### src/rtl/owr_pkg.sv
package owr_pkg;
  typedef enum logic [2:0] {
    ST_IDLE, ST_CMD, ST_MATCH, ST_SEARCH, ST_MEM
  } rom_state_e;

  typedef enum logic [2:0] {
    CMD_READ, CMD_MATCH, CMD_SEARCH, CMD_SKIP, CMD_RESUME, CMD_BAD
  } rom_cmd_e;

  localparam logic [7:0] CODE_READ   = 8'h33;
  localparam logic [7:0] CODE_MATCH  = 8'h55;
  localparam logic [7:0] CODE_SEARCH = 8'hF0;
  localparam logic [7:0] CODE_SKIP   = 8'hCC;
  localparam logic [7:0] CODE_RESUME = 8'hA5;
endpackage

### src/rtl/owr_rom_cmd_dec.sv
module owr_rom_cmd_dec
  import owr_pkg::*;
(
  input  logic [7:0] code_i,
  output rom_cmd_e   cmd_o
);
  always_comb begin
    unique case (code_i)
      CODE_READ:   cmd_o = CMD_READ;
      CODE_MATCH:  cmd_o = CMD_MATCH;
      CODE_SEARCH: cmd_o = CMD_SEARCH;
      CODE_SKIP:   cmd_o = CMD_SKIP;
      CODE_RESUME: cmd_o = CMD_RESUME;
      default:     cmd_o = CMD_BAD;
    endcase
  end
endmodule

### src/rtl/owr_rom_step_cnt.sv
module owr_rom_step_cnt #(
  parameter int STEPS = 8,
  localparam int CW = (STEPS > 1) ? $clog2(STEPS) : 1
) (
  input  logic          clk_i,
  input  logic          rst_ni,
  input  logic          en_i,
  input  logic          step_i,
  output logic [CW-1:0] idx_o,
  output logic          last_o
);
  localparam logic [CW-1:0] LAST = CW'(STEPS - 1);

  logic [CW-1:0] cnt_q;

  always_ff @(posedge clk_i or negedge rst_ni) begin
    if (!rst_ni)          cnt_q <= '0;
    else if (!en_i)       cnt_q <= '0;
    else if (step_i && cnt_q != LAST) cnt_q <= cnt_q + 1'b1;
  end

  assign idx_o  = cnt_q;
  assign last_o = (cnt_q == LAST);

  a_r2_cnt_cleared: assert property (@(posedge clk_i) disable iff (!rst_ni)
    !en_i |=> cnt_q == '0);
endmodule

### src/rtl/owr_rom_layer.sv
module owr_rom_layer
  import owr_pkg::*;
#(
  parameter int ID_W = 64,
  localparam int ID_BYTES = ID_W / 8
) (
  input  logic            clk_i,
  input  logic            rst_ni,
  input  logic            bus_reset_i,
  input  logic            byte_valid_i,
  input  logic [7:0]      byte_data_i,
  input  logic            id_bit_valid_i,
  input  logic            id_bit_ok_i,
  input  logic [ID_W-1:0] dev_id_i,
  output logic            search_active_o,
  output logic            mem_grant_o
);
  localparam int BCW = (ID_BYTES > 1) ? $clog2(ID_BYTES) : 1;
  localparam int SCW = $clog2(ID_W);

  rom_state_e state_q, state_d;
  logic       flag_q, flag_d;
  rom_cmd_e   cmd;

  logic [BCW-1:0] byte_idx;
  logic [SCW-1:0] bit_idx;
  logic           byte_last, bit_last, byte_eq;

  owr_rom_cmd_dec i_dec (.code_i(byte_data_i), .cmd_o(cmd));

  owr_rom_step_cnt #(.STEPS(ID_BYTES)) i_byte_cnt (
    .clk_i, .rst_ni,
    .en_i(state_q == ST_MATCH), .step_i(byte_valid_i),
    .idx_o(byte_idx), .last_o(byte_last)
  );

  owr_rom_step_cnt #(.STEPS(ID_W)) i_bit_cnt (
    .clk_i, .rst_ni,
    .en_i(state_q == ST_SEARCH), .step_i(id_bit_valid_i),
    .idx_o(bit_idx), .last_o(bit_last)
  );

  // ID bytes arrive least significant first
  assign byte_eq = (byte_data_i == dev_id_i[byte_idx*8 +: 8]);

  always_comb begin
    state_d = state_q;
    flag_d  = flag_q;
    if (bus_reset_i) begin
      state_d = ST_CMD;
    end else begin
      unique case (state_q)
        ST_CMD: if (byte_valid_i) begin
          unique case (cmd)
            CMD_READ, CMD_SKIP: begin state_d = ST_MEM; flag_d = 1'b0; end
            CMD_MATCH:  state_d = ST_MATCH;
            CMD_SEARCH: state_d = ST_SEARCH;
            CMD_RESUME: state_d = flag_q ? ST_MEM : ST_IDLE;
            default:    state_d = ST_IDLE;
          endcase
        end
        ST_MATCH: if (byte_valid_i) begin
          if (!byte_eq)       begin state_d = ST_IDLE; flag_d = 1'b0; end
          else if (byte_last) begin state_d = ST_MEM;  flag_d = 1'b1; end
        end
        ST_SEARCH: if (id_bit_valid_i) begin
          if (!id_bit_ok_i)  begin state_d = ST_IDLE; flag_d = 1'b0; end
          else if (bit_last) begin state_d = ST_MEM;  flag_d = 1'b1; end
        end
        default: ;
      endcase
    end
  end

  always_ff @(posedge clk_i or negedge rst_ni) begin
    if (!rst_ni) begin
      state_q <= ST_IDLE;
      flag_q  <= 1'b0;
    end else begin
      state_q <= state_d;
      flag_q  <= flag_d;
    end
  end

  assign mem_grant_o     = (state_q == ST_MEM);
  assign search_active_o = (state_q == ST_SEARCH);

  a_r9_reset_drops_grant: assert property (@(posedge clk_i) disable iff (!rst_ni)
    bus_reset_i |=> !mem_grant_o && !search_active_o && $stable(flag_q));
  a_r5_resume_grants: assert property (@(posedge clk_i) disable iff (!rst_ni)
    state_q == ST_CMD && byte_valid_i && !bus_reset_i && byte_data_i == CODE_RESUME && flag_q
    |=> mem_grant_o);
  a_r6_resume_blocked: assert property (@(posedge clk_i) disable iff (!rst_ni)
    state_q == ST_CMD && byte_valid_i && !bus_reset_i && byte_data_i == CODE_RESUME && !flag_q
    |=> !mem_grant_o);
  a_r7_skip_clears: assert property (@(posedge clk_i) disable iff (!rst_ni)
    state_q == ST_CMD && byte_valid_i && !bus_reset_i && byte_data_i == CODE_SKIP
    |=> mem_grant_o && !flag_q);
  a_r3_mismatch_clears: assert property (@(posedge clk_i) disable iff (!rst_ni)
    state_q == ST_MATCH && byte_valid_i && !bus_reset_i && !byte_eq
    |=> !flag_q && !mem_grant_o);
  a_r4_search_fail: assert property (@(posedge clk_i) disable iff (!rst_ni)
    search_active_o && id_bit_valid_i && !id_bit_ok_i && !bus_reset_i
    |=> !search_active_o && !flag_q && !mem_grant_o);
  a_r10_grant_held: assert property (@(posedge clk_i) disable iff (!rst_ni)
    mem_grant_o && !bus_reset_i |=> mem_grant_o && $stable(flag_q));
  a_r1_no_dual_select: assert property (@(posedge clk_i) disable iff (!rst_ni)
    !(mem_grant_o && search_active_o));
endmodule

### config.mk
export PLATFORM = sky130hd
export DESIGN_NAME = owr_rom_layer
export DESIGN_NICKNAME = d
export VERILOG_FILES = /design/src/rtl/owr_pkg.sv /design/src/rtl/owr_rom_cmd_dec.sv /design/src/rtl/owr_rom_step_cnt.sv /design/src/rtl/owr_rom_layer.sv
export SDC_FILE = /design/constraint.sdc
export NUM_CORES = 1
export LEC_CHECK = 0
export BUFFER_PORTS_ARGS = -buffer_cell sky130_fd_sc_hd__buf_2
export CORE_ASPECT_RATIO = 1.4
export CORE_MARGIN = 2
export CORE_UTILIZATION = 45
export CTS_BUF_LIST = sky130_fd_sc_hd__clkbuf_16
export CTS_CLUSTER_SIZE = 16
export DETAILED_ROUTE_END_ITERATION = 12
export PLACE_DENSITY = 0.81
export SYNTH_ARGS = -nofsm -noshare
export SYNTH_HDL_FRONTEND = slang
export SYNTH_SLANG_ARGS = --single-unit
### constraint.sdc
create_clock -name clk_i -period 2.66 [get_ports clk_i]
set_clock_uncertainty 0.05 [all_clocks]
set_input_delay 0 -clock clk_i [delete_from_list [all_inputs] [get_ports clk_i]]
set_output_delay 0 -clock clk_i [all_outputs]
set_load 0.005 [all_outputs]
==> out/results.tsv, run 1 <==
stage	metric	value	unit
floorplanning	core-area	0.00306	mm²
route	via_per_inst	5.60	
floorplanning	start_util	46.6	%
yosys	synth_ff_type	dfrtp_1	
critical_path	cp.arrival	2.58	ns
sta	finalSetupViolations	0	
place	port_buffers	79	
floorplanning	dieWidth	51.6	µm
sta	worstMarginPinSlew	0.385	ns
yosys	synth_edf_count	0	
route	wl_per_cell	15.1	µm
sta	max_freq	0.400	GHz
yosys	yosysUniqueCellTypes	37	
critical_path	critPathLaunchType	flop	
yosys	yosysTopAreaCellShare	22.8	%
clocking	clock_path_buffers	2	
route	drt_pass1_iterations	4	
power_and_ir_drop	leakage	0.888	nW
clocking	clk_pin_slew	0.05	ns
clocking	clk_latency	0.25	ns
sta	rsz0062_at_grt	false	
grt	grt_max_degree	19	
place	placedCellCount	254	
power_and_ir_drop	p_total	631	µW
outcome	status	complete, no violations	
yosys	synth_area	0.00143	mm²
place	place.gp.congestion	0.829	
job	cap_violations	0	
place	detailed_place_hpwl	3270	µm
clocking	numClockSinks	13	
cells_and_area	nets	303	
grt	antenna_found_initial	0	
floorplanning	die_h	70.6	µm
cells_and_area	antenna_cells_inserted	0	
route	drt_wl_total	3940	µm
yosys	synth_async_sr_flop_share	100	%
route	drtAntennaViolNets	0	
power_and_ir_drop	powerDensity	321	mW/mm²
cells_and_area	syn2layout_area_growth	38.1	%
floorplanning	rows	24	
floorplanning	ios	80	
yosys	syn_inst	139	
floorplanning	die_area	0.00364	mm²
hold_path	hp-class	in -> reg	
yosys	yosysWarningCount	0	
critical_path	required	2.74	ns
clocking	cts_made_buffers	3	
yosys	synth.largest_area_cell	dfrtp_1	
power_and_ir_drop	vdd_drop_max	0.000310	V
yosys	synth_fp_nets	220	
sta	setup-tns-final	0	ns
cells_and_area	fillers	268	
critical_path	cp-end-kind	flop	
clocking	cts_root_buf	clkbuf_16	
clocking	cts_tree	built	
sta	fin_crit_sh	94.0	%
route	drt_drc_violations_left	0	
cells_and_area	final-instance-count-excl-fill	260	
sta	finalHoldViolCount	0	
route	vias	1455	
clocking	cts_htree_levels	1	
yosys	yosysSeqAreaShare	22.8	%
yosys	syn_avg_cell_area	10.3	µm²
grt	grt_pass1_vias	1543	
critical_path	worstSetupPathType	reg -> reg	
sta	drv_slew	0	
sta	min_period	2.50	ns
grt	grt_usage	22.9	%
route	drtIter0Drc	43	
yosys	synthTopCellsByArea	dfrtp_1 23%, mux4_2 22%, mux2i_1 9.1%	
critical_path	cp_max_fo	4	
sta	slew_headroom	73.7	%
yosys	ys_ff_latch	13	
grt	grt_pass1_wl	6330	µm
grt	grt-ovfl-total	0	
cells_and_area	drive_gt1_share	48.4	%
## layer usage
metal	vias to the layer above	share of wire [%]	GRT usage [%]
met4	0	3.3	12.9
met3	13	6.3	4.43
met2	68	54	40.5
li1	693	-	-
met1	681	36	24.8
met5	-	0	0
## layout by cell type (no fill, tap or decap), types with 3 or more instances in the layout
cell type  Yosys  layout
buf_2          2      79
clkbuf_16      0       3
dfrtp_1       13      13
ha_1           3       3
inv_1          3       3
mux2_2         3       3
mux2i_1       13      13
mux4_2        14      14
nand2_1       11      11
nand3_1        3       3
nand4_1        3       3
nor2_1        17      17
nor2b_1        4       4
nor3_1         5       5
nor4bb_1       4       4
xnor2_1        8       8
xor2_1         5       5
## kinds of logic (layout without fill, tap and decap cells)
group / count (synthesis) / after routing / synth area share, %
multiplexers: 31 / 31 / 34.6
adder cells (fa/ha/maj): 3 / 3 / 2.63
AND/OR/NAND/NOR: 60 / 60 / 22.7
flip-flops: 13 / 13 / 22.8
AO/OA/AOI/OAI: 10 / 10 / 5.35
buffers and inverters: 9 / 91 / 3.86
XOR/XNOR: 13 / 13 / 7.98
## cells in the mapped netlist, types with 2 or more instances
cell	n
buf_6	2
nor3_1	5
nand2b_1	2
nand2_1	11
xor2_1	5
buf_2	2
a22o_1	2
nor4bb_1	4
nand3_1	3
inv_1	3
a2111oi_0	2
mux2i_1	13
and3_1	2
nor2b_1	4
nor2_1	17
xnor2_1	8
mux2_2	3
nand3b_1	2
nand4_1	3
mux4_2	14
ha_1	3
and2_1	2
dfrtp_1	13
## final timing paths
| kind | startpoint | endpoint | slack (ns) | cells past startpoint |
|---|---|---|---|---|
| min reg2reg | flag_q$_DFFE_PN0P_ | flag_q$_DFFE_PN0P_ | 0.49 | 1 |
| max reg2reg | i_byte_cnt.idx_o[1]$_DFFE_PN0P_ | flag_q$_DFFE_PN0P_ | 0.16 | 7 |
| max in group asynchronous | rst_ni | flag_q$_DFFE_PN0P_ | 2.21 | 2 |
| max | i_byte_cnt.idx_o[1]$_DFFE_PN0P_ | flag_q$_DFFE_PN0P_ | 0.16 | 7 |
| min in group asynchronous | rst_ni | i_bit_cnt.idx_o[3]$_DFFE_PN0P_ | 0.12 | 2 |
| min | id_bit_ok_i | flag_q$_DFFE_PN0P_ | 0.07 | 4 |
## stage by stage
stage	worst slack (ns)	hold WS [ns]	cell area, µm²	utilization [%]
floorplan	0.217	-0.346	1430	-
global placement	0.181	-0.147	1860	60.8
detailed placement	0.0958	-0.141	1860	60.8
CTS	0.104	0.0675	1960	64.1
global route	0.000619	0.102	1970	64.3
finish	0.159	0.0684	1970	64.3
## worst max-delay path: stages, from the launching register on
cell	delay [ns]
dfrtp_1	0.42
mux4_2	0.53
mux2i_1	0.18
xor2_1	0.16
nor4bb_1	0.34
and4b_1	0.32
nor3_1	0.09
mux2_4	0.29
## report_power, final
| group | leakage [nW] | internal, mW | switching [mW] | total [mW] |
|---|---|---|---|---|
| clock | 0.0409 | 0.201 | 0.0921 | 0.293 |
| combinational | 0.669 | 0.0809 | 0.0540 | 0.135 |
| sequential | 0.178 | 0.200 | 0.00371 | 0.204 |
## repair_timing
action,CTS,global route
setup buffers,0,0
hold endpoints to repair,15,0
hold buffers,2,0
resized for setup,0,2
endpoints found under the setup margin,0,1
## flip-flops by register name, summed over array words and instances, names as in the netlist
| signal | count |
|---|---|
| i_bit_cnt.idx_o | 6 |
| i_byte_cnt.idx_o | 3 |
| state_q | 3 |
| flag_q | 1 |
## area by class of cell
class                           count  area, µm²  area share (%)
Tap cell                           39       48.8            2.48
Clock inverter                      1       5.00           0.254
Timing Repair Buffer               84        458            23.3
Multi-Input combinational cell    117       1050            53.1
Inverter                            3       11.3           0.572
Sequential cell                    13        325            16.5
Clock buffer                        3       75.1            3.81
Note: power is estimated with default switching activity, not from simulation.
==> inputs of run 2 (changes only) <==
- CORE_UTILIZATION: 45 -> 40
- PLACE_DENSITY: 0.81 -> 0.76
- clock period: 2.66 -> 2.23 ns (I/O delays scaled with it)
==> run 2 against run 1 <==
Net effect:
- the flow now finishes with violations (negative setup slack)
- worst setup slack worse by 0.43 ns
- global-route usage shrank 0.25 points
- final cell count grew 6.9%
- critical path depth increased by 2
- first-iteration DRC count grew 30%
- critical path type unchanged
- critical endpoint is now state_q[1]$_DFFE_PN0P_
- fmax down 0.10%
- wire length rose by 16%
- register-to-register slack got worse by 0.43 ns
==> out/results.tsv, run 2 (synthesized netlist as in run 1, its figures left out) <==
stage	metric	value	unit	change
critical_path	slowest_stage	mux4_2		
cells_and_area	syn2layout_area_growth	51.1	%	
critical_path	critPathLaunch	i_byte_cnt.idx_o[0]$_DFFE_PN0P_		
sta	rsz0062_at_grt	true		
clocking	clk_pin_slew	0.05	ns	about the same
sta	finalHoldViolCount	0		unchanged
sta	finalSetupViolations	4		+4
grt	grt-ovfl-total	0		unchanged
critical_path	cp-end-kind	flop		
cells_and_area	nets	320		+5.6%
cells_and_area	final_cell_mix	79 x buf_2, 17 x nor2_1, 17 x buf_4		
power_and_ir_drop	leakage	0.995	nW	+12%
grt	use_met2	42.0	%	+1.6 points
grt	grt_usage	22.7	%	-0.25 points
floorplanning	rows	25		+4.2%
sta	drv_slew	0		unchanged
clocking	cts_tree	built		
sta	min_period	2.50	ns	+0.00253 ns
critical_path	worstSetupPathType	reg -> reg		
cells_and_area	fillers	274		+2.2%
clocking	numClockSinks	13		unchanged
place	detailed_place_hpwl	3370	µm	+2.9%
route	drtIter0Drc	56		+30%
power_and_ir_drop	p_clk_share	45.2	%	-1.2 points
critical_path	path_delay_family	multiplexers		
power_and_ir_drop	p_int	577	µW	+20%
floorplanning	die_h	74.7	µm	+5.7%
floorplanning	die_area	0.00407	mm²	+12%
grt	grt_pass1_vias	1536		-0.45%
outcome	status	finished, violations left		
sta	max_freq	0.399	GHz	-0.10%
grt	grt_max_degree	14		-5
cells_and_area	seq_area	327	µm²	+0.38%
critical_path	cp_max_fo	12		+8
sta	fin_crit_sh	112	%	+18 points
grt	grt_pass1_wl	6620	µm	+4.6%
route	via_per_inst	5.64		+0.72%
route	drt_drc_violations_left	0		unchanged
floorplanning	core-area	0.00341	mm²	+11%
critical_path	critPathMaxStageDelay	0.52	ns	about the same
critical_path	cp.arrival	2.58	ns	about the same
clocking	cts_made_buffers	3		unchanged
cells_and_area	drive_gt1_share	55.5	%	+7.0 points
grt	grt_use_met1	24.1	%	-0.72 points
critical_path	reg2regPathDepth	9		+2
critical_path	r2r-start	i_byte_cnt.idx_o[0]$_DFFE_PN0P_		
route	wl_per_cell	16.5	µm	+8.7%
grt	antenna_found_initial	0		unchanged
clocking	clock_path_buffers	2		unchanged
sta	slew_headroom	67.7	%	-6.0 points
critical_path	crit_path_cell_trace	buf_12 > mux4_2 > mux2i_2 > xnor2_1 > nor4_2 > and4b_2 > buf_4 > nand3b_1 > o31ai_2		
place	port_buffers	79		unchanged
power_and_ir_drop	vdd_drop_max	0.000333	V	+7.6%
power_and_ir_drop	seq_power_share	31.8	%	-0.5 points
route	drtAntennaViolNets	0		unchanged
cells_and_area	layout_commonest_cell	buf_2		
cells_and_area	fin_util	63.2	%	-1.1 points
grt	grt.busiest_layer	met2		
cells_and_area	multi_input_area	0.00110	mm²	+5.5%
route	drt_pass1_iterations	4		unchanged
floorplanning	ios	80		unchanged
critical_path	cp.buffers_inverters	2		+2
sta	setup_slack	-0.273	ns	-0.433 ns
sta	worstMarginPinSlew	0.473	ns	+0.0878 ns
place	place.gp.congestion	0.851		+2.8%
hold_path	hold_depth	4		unchanged
floorplanning	start_util	41.8	%	-4.7 points
clocking	cts_htree_levels	1		unchanged
route	drt_wl_total	4580	µm	+16%
outcome	violations	negative setup slack		
cells_and_area	antenna_cells_inserted	0		unchanged
clocking	clk_latency	0.25	ns	about the same
hold_path	hp-class	in -> reg		
power_and_ir_drop	switchingPower	184	µW	+23%
cells_and_area	largest_reg_flops	6		unchanged
grt	use_met3	4.76	%	+0.33 points
hold_path	hold_start	id_bit_ok_i		
sta	hold_ws	0.0709	ns	+0.00250 ns
job	cap_violations	0		unchanged
clocking	cts_root_buf	clkbuf_16		
power_and_ir_drop	p_total	761	µW	+21%
floorplanning	dieWidth	54.5	µm	+5.6%
power_and_ir_drop	p_comb_share	22.9	%	+1.5 points
critical_path	required	2.31	ns	-0.43 ns
critical_path	cp_num_cells	9		+2
route	vias	1567		+7.7%
power_and_ir_drop	powerDensity	353	mW/mm²	+10%
critical_path	critPathLaunchType	flop		
power_and_ir_drop	netSwitchingFraction	24.2	%	+0.44 points
run 2: worst reg2reg max path: stages (launching register included):
cell and delay, ns:
dfrtp_1 0.37, buf_12 0.15, mux4_2 0.52, mux2i_2 0.22, xnor2_1 0.12, nor4_2 0.30, and4b_2 0.30, buf_4 0.13
nand3b_1 0.13, o31ai_2 0.09
run 2: worst paths after layout:
path | to | slack (ns)
setup / recovery | state_q[1]$_DFFE_PN0P_ | -0.27
hold / removal | flag_q$_DFFE_PN0P_ | 0.07
setup reg to reg | state_q[1]$_DFFE_PN0P_ | -0.27
hold reg to reg | flag_q$_DFFE_PN0P_ | 0.47
max in group asynchronous | i_byte_cnt.idx_o[1]$_DFFE_PN0P_ | 1.75
min in group asynchronous | i_bit_cnt.idx_o[4]$_DFFE_PN0P_ | 0.13
run 2: layer usage:
| layer | routed length [µm] | up-vias |
|---|---|---|
| li1 | - | 724 |
| met1 | 1640 | 743 |
| met2 | 2520 | 89 |
| met3 | 334 | 11 |
| met4 | 81 | 0 |
| met5 | 0 | - |
run 2: what timing repair did:
| item | 4_1_cts | 5_1_grt |
|---|---|---|
| endpoints found under the hold margin | 15 | 0 |
| hold buffers | 2 | 0 |
| pin swaps | 3 | 2 |
| resized for setup | 6 | 6 |
| endpoints found under the setup margin | 4 | 4 |
| setup buffers | 6 | 1 |
run 2: metrics by stage:
step / setup slack, ns / cell area, µm² / std cells / setup TNS, ns
floorplan: -0.0967 / 1440 / 139 / -0.0967
global placement: -0.173 / 1950 / 265 / -0.460
detailed placement: -0.250 / 1950 / 265 / -0.770
CTS: -0.203 / 2120 / 277 / -0.627
global route: -0.352 / 2160 / 278 / -1.29
finish: -0.273 / 2160 / 278 / -0.932
run 2: power groups by stage:
stage | clock network (mW) | registers [mW] | logic (mW)
2_1_floorplan | 0 | 0.245 | 0.0703
6_report | 0.344 | 0.242 | 0.175
3_3_place_gp | 0 | 0.246 | 0.156
5_1_grt | 0.365 | 0.243 | 0.189
4_1_cts | 0.350 | 0.242 | 0.168
3_5_place_dp | 0 | 0.246 | 0.160
run 2: final cells by class:
type / instances / area share, %
clock inverter: 1 / 0.174
sequential: 13 / 15.1
clock buffer: 3 / 3.48
inverter: 3 / 0.522
tap: 40 / 2.32
multi-input combinational: 117 / 51.2
timing repair buffer: 101 / 27.2
==> inputs of run 3 (changes only) <==
- CORE_UTILIZATION: 40 -> 30
- PLACE_DENSITY: 0.76 -> 0.6
==> run 3 against run 2 <==
Net effect:
- the run still ends with negative setup slack left
- die area increased by 31%
- utilization decreased by 16 points
- fmax decreased by 1.4%
- sequential power about the same
- count of clock-buffer cells in the layout unchanged
- sequential share of layout area increased by 0.19 points
- global-route usage decreased by 7.3 points
- combinational power decreased by 7%
- worst setup slack got worse by 0.037 ns
- critical path depth decreased by 1
- total power decreased by 3.3%
- sequential cell count unchanged
==> out/results.tsv, run 3 (synthesized netlist as in run 1, its figures left out) <==
stage	metric	value	unit	change
outcome	status	finished, violations left		
outcome	violations	negative setup slack		
floorplanning	die_h	85.6	µm	+15%
grt	grt-ovfl-total	0		unchanged
floorplanning	rows	29		+16%
critical_path	required	2.30	ns	about the same
place	dpl_cell_area	0.00199	mm²	+2.1%
sta	fin_crit_sh	114	%	+1.6 points
sta	rsz0062_at_grt	true		
hold_path	hp-class	in -> reg		
sta	max_freq	0.394	GHz	-1.4%
grt	grt_pass1_vias	1563		+1.8%
cells_and_area	largest_reg_flops	6		unchanged
clocking	clk_latency	0.24	ns	about the same
critical_path	regToRegSetupSlack	-0.31	ns	-0.04 ns
power_and_ir_drop	vdd_drop_max	0.000202	V	-39%
cells_and_area	layout_commonest_cell	buf_2		
sta	slew_headroom	74.3	%	+6.6 points
clocking	cts_made_buffers	3		unchanged
hold_path	hold_depth	4		unchanged
grt	antenna_found_initial	0		unchanged
clocking	cts_tree	built		
route	vias	1492		-4.8%
floorplanning	dieWidth	62.3	µm	+14%
cells_and_area	antenna_cells_inserted	0		unchanged
critical_path	critPathLaunch	i_byte_cnt.idx_o[0]$_DFFE_PN0P_		
route	drt_wl_total	3930	µm	-14%
cells_and_area	nets	316		-1.3%
grt	grt_usage	15.4	%	-7.3 points
clocking	clk_pin_slew	0.05	ns	about the same
floorplanning	core-area	0.00457	mm²	+34%
route	drtAntennaViolNets	0		unchanged
critical_path	r2r-start	i_byte_cnt.idx_o[0]$_DFFE_PN0P_		
route	drt_drc_violations_left	0		unchanged
power_and_ir_drop	powerDensity	344	mW/mm²	-2.5%
cells_and_area	multi_input_area	0.00106	mm²	-3.6%
route	wl_per_cell	13.3	µm	-19%
grt	grt_max_degree	19		+5
floorplanning	die_area	0.00533	mm²	+31%
power_and_ir_drop	leakage	0.962	nW	-3.3%
place	dp_slack	-0.260	ns	-0.00971 ns
route	drt_pass1_iterations	4		unchanged
grt	grt_pass1_wl	6620	µm	unchanged
critical_path	cp_max_fo	5		-7
route	via_per_inst	5.04		-11%
cells_and_area	fin_util	46.7	%	-16 points
floorplanning	start_util	31.2	%	-11 points
sta	finalSetupViolations	4		unchanged
critical_path	critPathLaunchType	flop		
critical_path	timing.rr.end	flag_q$_DFFE_PN0P_		
critical_path	worstSetupPathType	reg -> reg		
critical_path	cp.arrival	2.61	ns	+0.03 ns
sta	worstMarginPinSlew	0.376	ns	-0.0967 ns
place	port_buffers	79		unchanged
sta	finalHoldViolCount	0		unchanged
cells_and_area	fillers	463		+69%
place	place.gp.congestion	0.803		-5.7%
critical_path	cp-endpoint	flag_q$_DFFE_PN0P_		
sta	setup_slack	-0.310	ns	-0.0367 ns
cells_and_area	drive_gt1_share	53.4	%	-2.0 points
floorplanning	ios	80		unchanged
sta	min_period	2.54	ns	+0.0367 ns
cells_and_area	seq_area	328	µm²	+0.38%
cells_and_area	syn2layout_area_growth	49.8	%	
route	drtIter0Drc	46		-18%
critical_path	cp-end-kind	flop		
place	detailed_place_hpwl	3260	µm	-3.2%
clocking	numClockSinks	13		unchanged
clocking	cts_root_buf	clkbuf_16		
sta	drv_slew	0		unchanged
cells_and_area	finalInstanceArea	0.00214	mm²	-0.87%
job	cap_violations	0		unchanged
critical_path	reg2regPathDepth	8		-1
cells_and_area	final_cell_mix	79 x buf_2, 17 x nor2_1, 14 x mux4_2		
clocking	clock_path_buffers	2		unchanged
clocking	cts_htree_levels	1		unchanged
-- run 3: what timing repair did --
item | in CTS | in global routing
setup endpoints to repair | 4 | 4
hold buffers | 2 | 0
gates resized for setup | 0 | 5
setup buffers | 0 | 2
hold endpoints to repair | 15 | 0
pin swaps | 1 | 3
cloned | 0 | 1
-- run 3: final cells by class --
| class | count | share of cell area, % |
|---|---|---|
| multi-input combinational | 117 | 49.8 |
| timing repair buffer | 97 | 27.0 |
| sequential | 13 | 15.3 |
| tap | 62 | 3.63 |
| clock buffer | 3 | 3.51 |
| inverter | 3 | 0.527 |
| clock inverter | 1 | 0.176 |
-- run 3: critical path, cell delays in order, from the launching register on --
cell,delay [ns]
dfrtp_2,0.41
clkbuf_16,0.16
mux4_2,0.48
mux2i_1,0.21
xnor2_1,0.12
nor4_2,0.32
and4b_2,0.32
nor3_2,0.06
mux2_4,0.29
-- run 3: worst min-delay path by stage --
stage | from | end | slack, ns
floorplan | rst_ni | flag_q$_DFFE_PN0P_ | -0.35
global placement | rst_ni | i_bit_cnt.idx_o[2]$_DFFE_PN0P_ | -0.14
detailed placement | rst_ni | i_bit_cnt.idx_o[2]$_DFFE_PN0P_ | -0.14
CTS | id_bit_ok_i | flag_q$_DFFE_PN0P_ | 0.09
global route | id_bit_ok_i | flag_q$_DFFE_PN0P_ | 0.11
finish | id_bit_ok_i | flag_q$_DFFE_PN0P_ | 0.09
-- run 3: stage by stage --
step	TNS (ns)	std cells	power (mW)	hold WS, ns
global placement	-0.662	287	0.404	-0.137
detailed placement	-0.782	287	0.406	-0.140
floorplan	-0.0967	139	0.316	-0.346
global route	-1.44	296	0.782	0.112
finish	-0.866	296	0.736	0.0920
CTS	-0.800	293	0.748	0.0893
-- run 3: power by group --
group	internal, mW	total, mW	leakage, nW	switching, mW
combinational	0.0990	0.163	0.744	0.0638
clock	0.236	0.330	0.0423	0.0943
sequential	0.239	0.243	0.175	0.00411
-- run 3: layer usage --
metal / GRT usage (%) / vias to the layer above / wire length, µm
met5: 0 / - / 0
met4: 4.44 / 0 / 47
met3: 2.76 / 4 / 274
met2: 30.0 / 74 / 2130
met1: 16.9 / 691 / 1480
li1: - / 723 / -
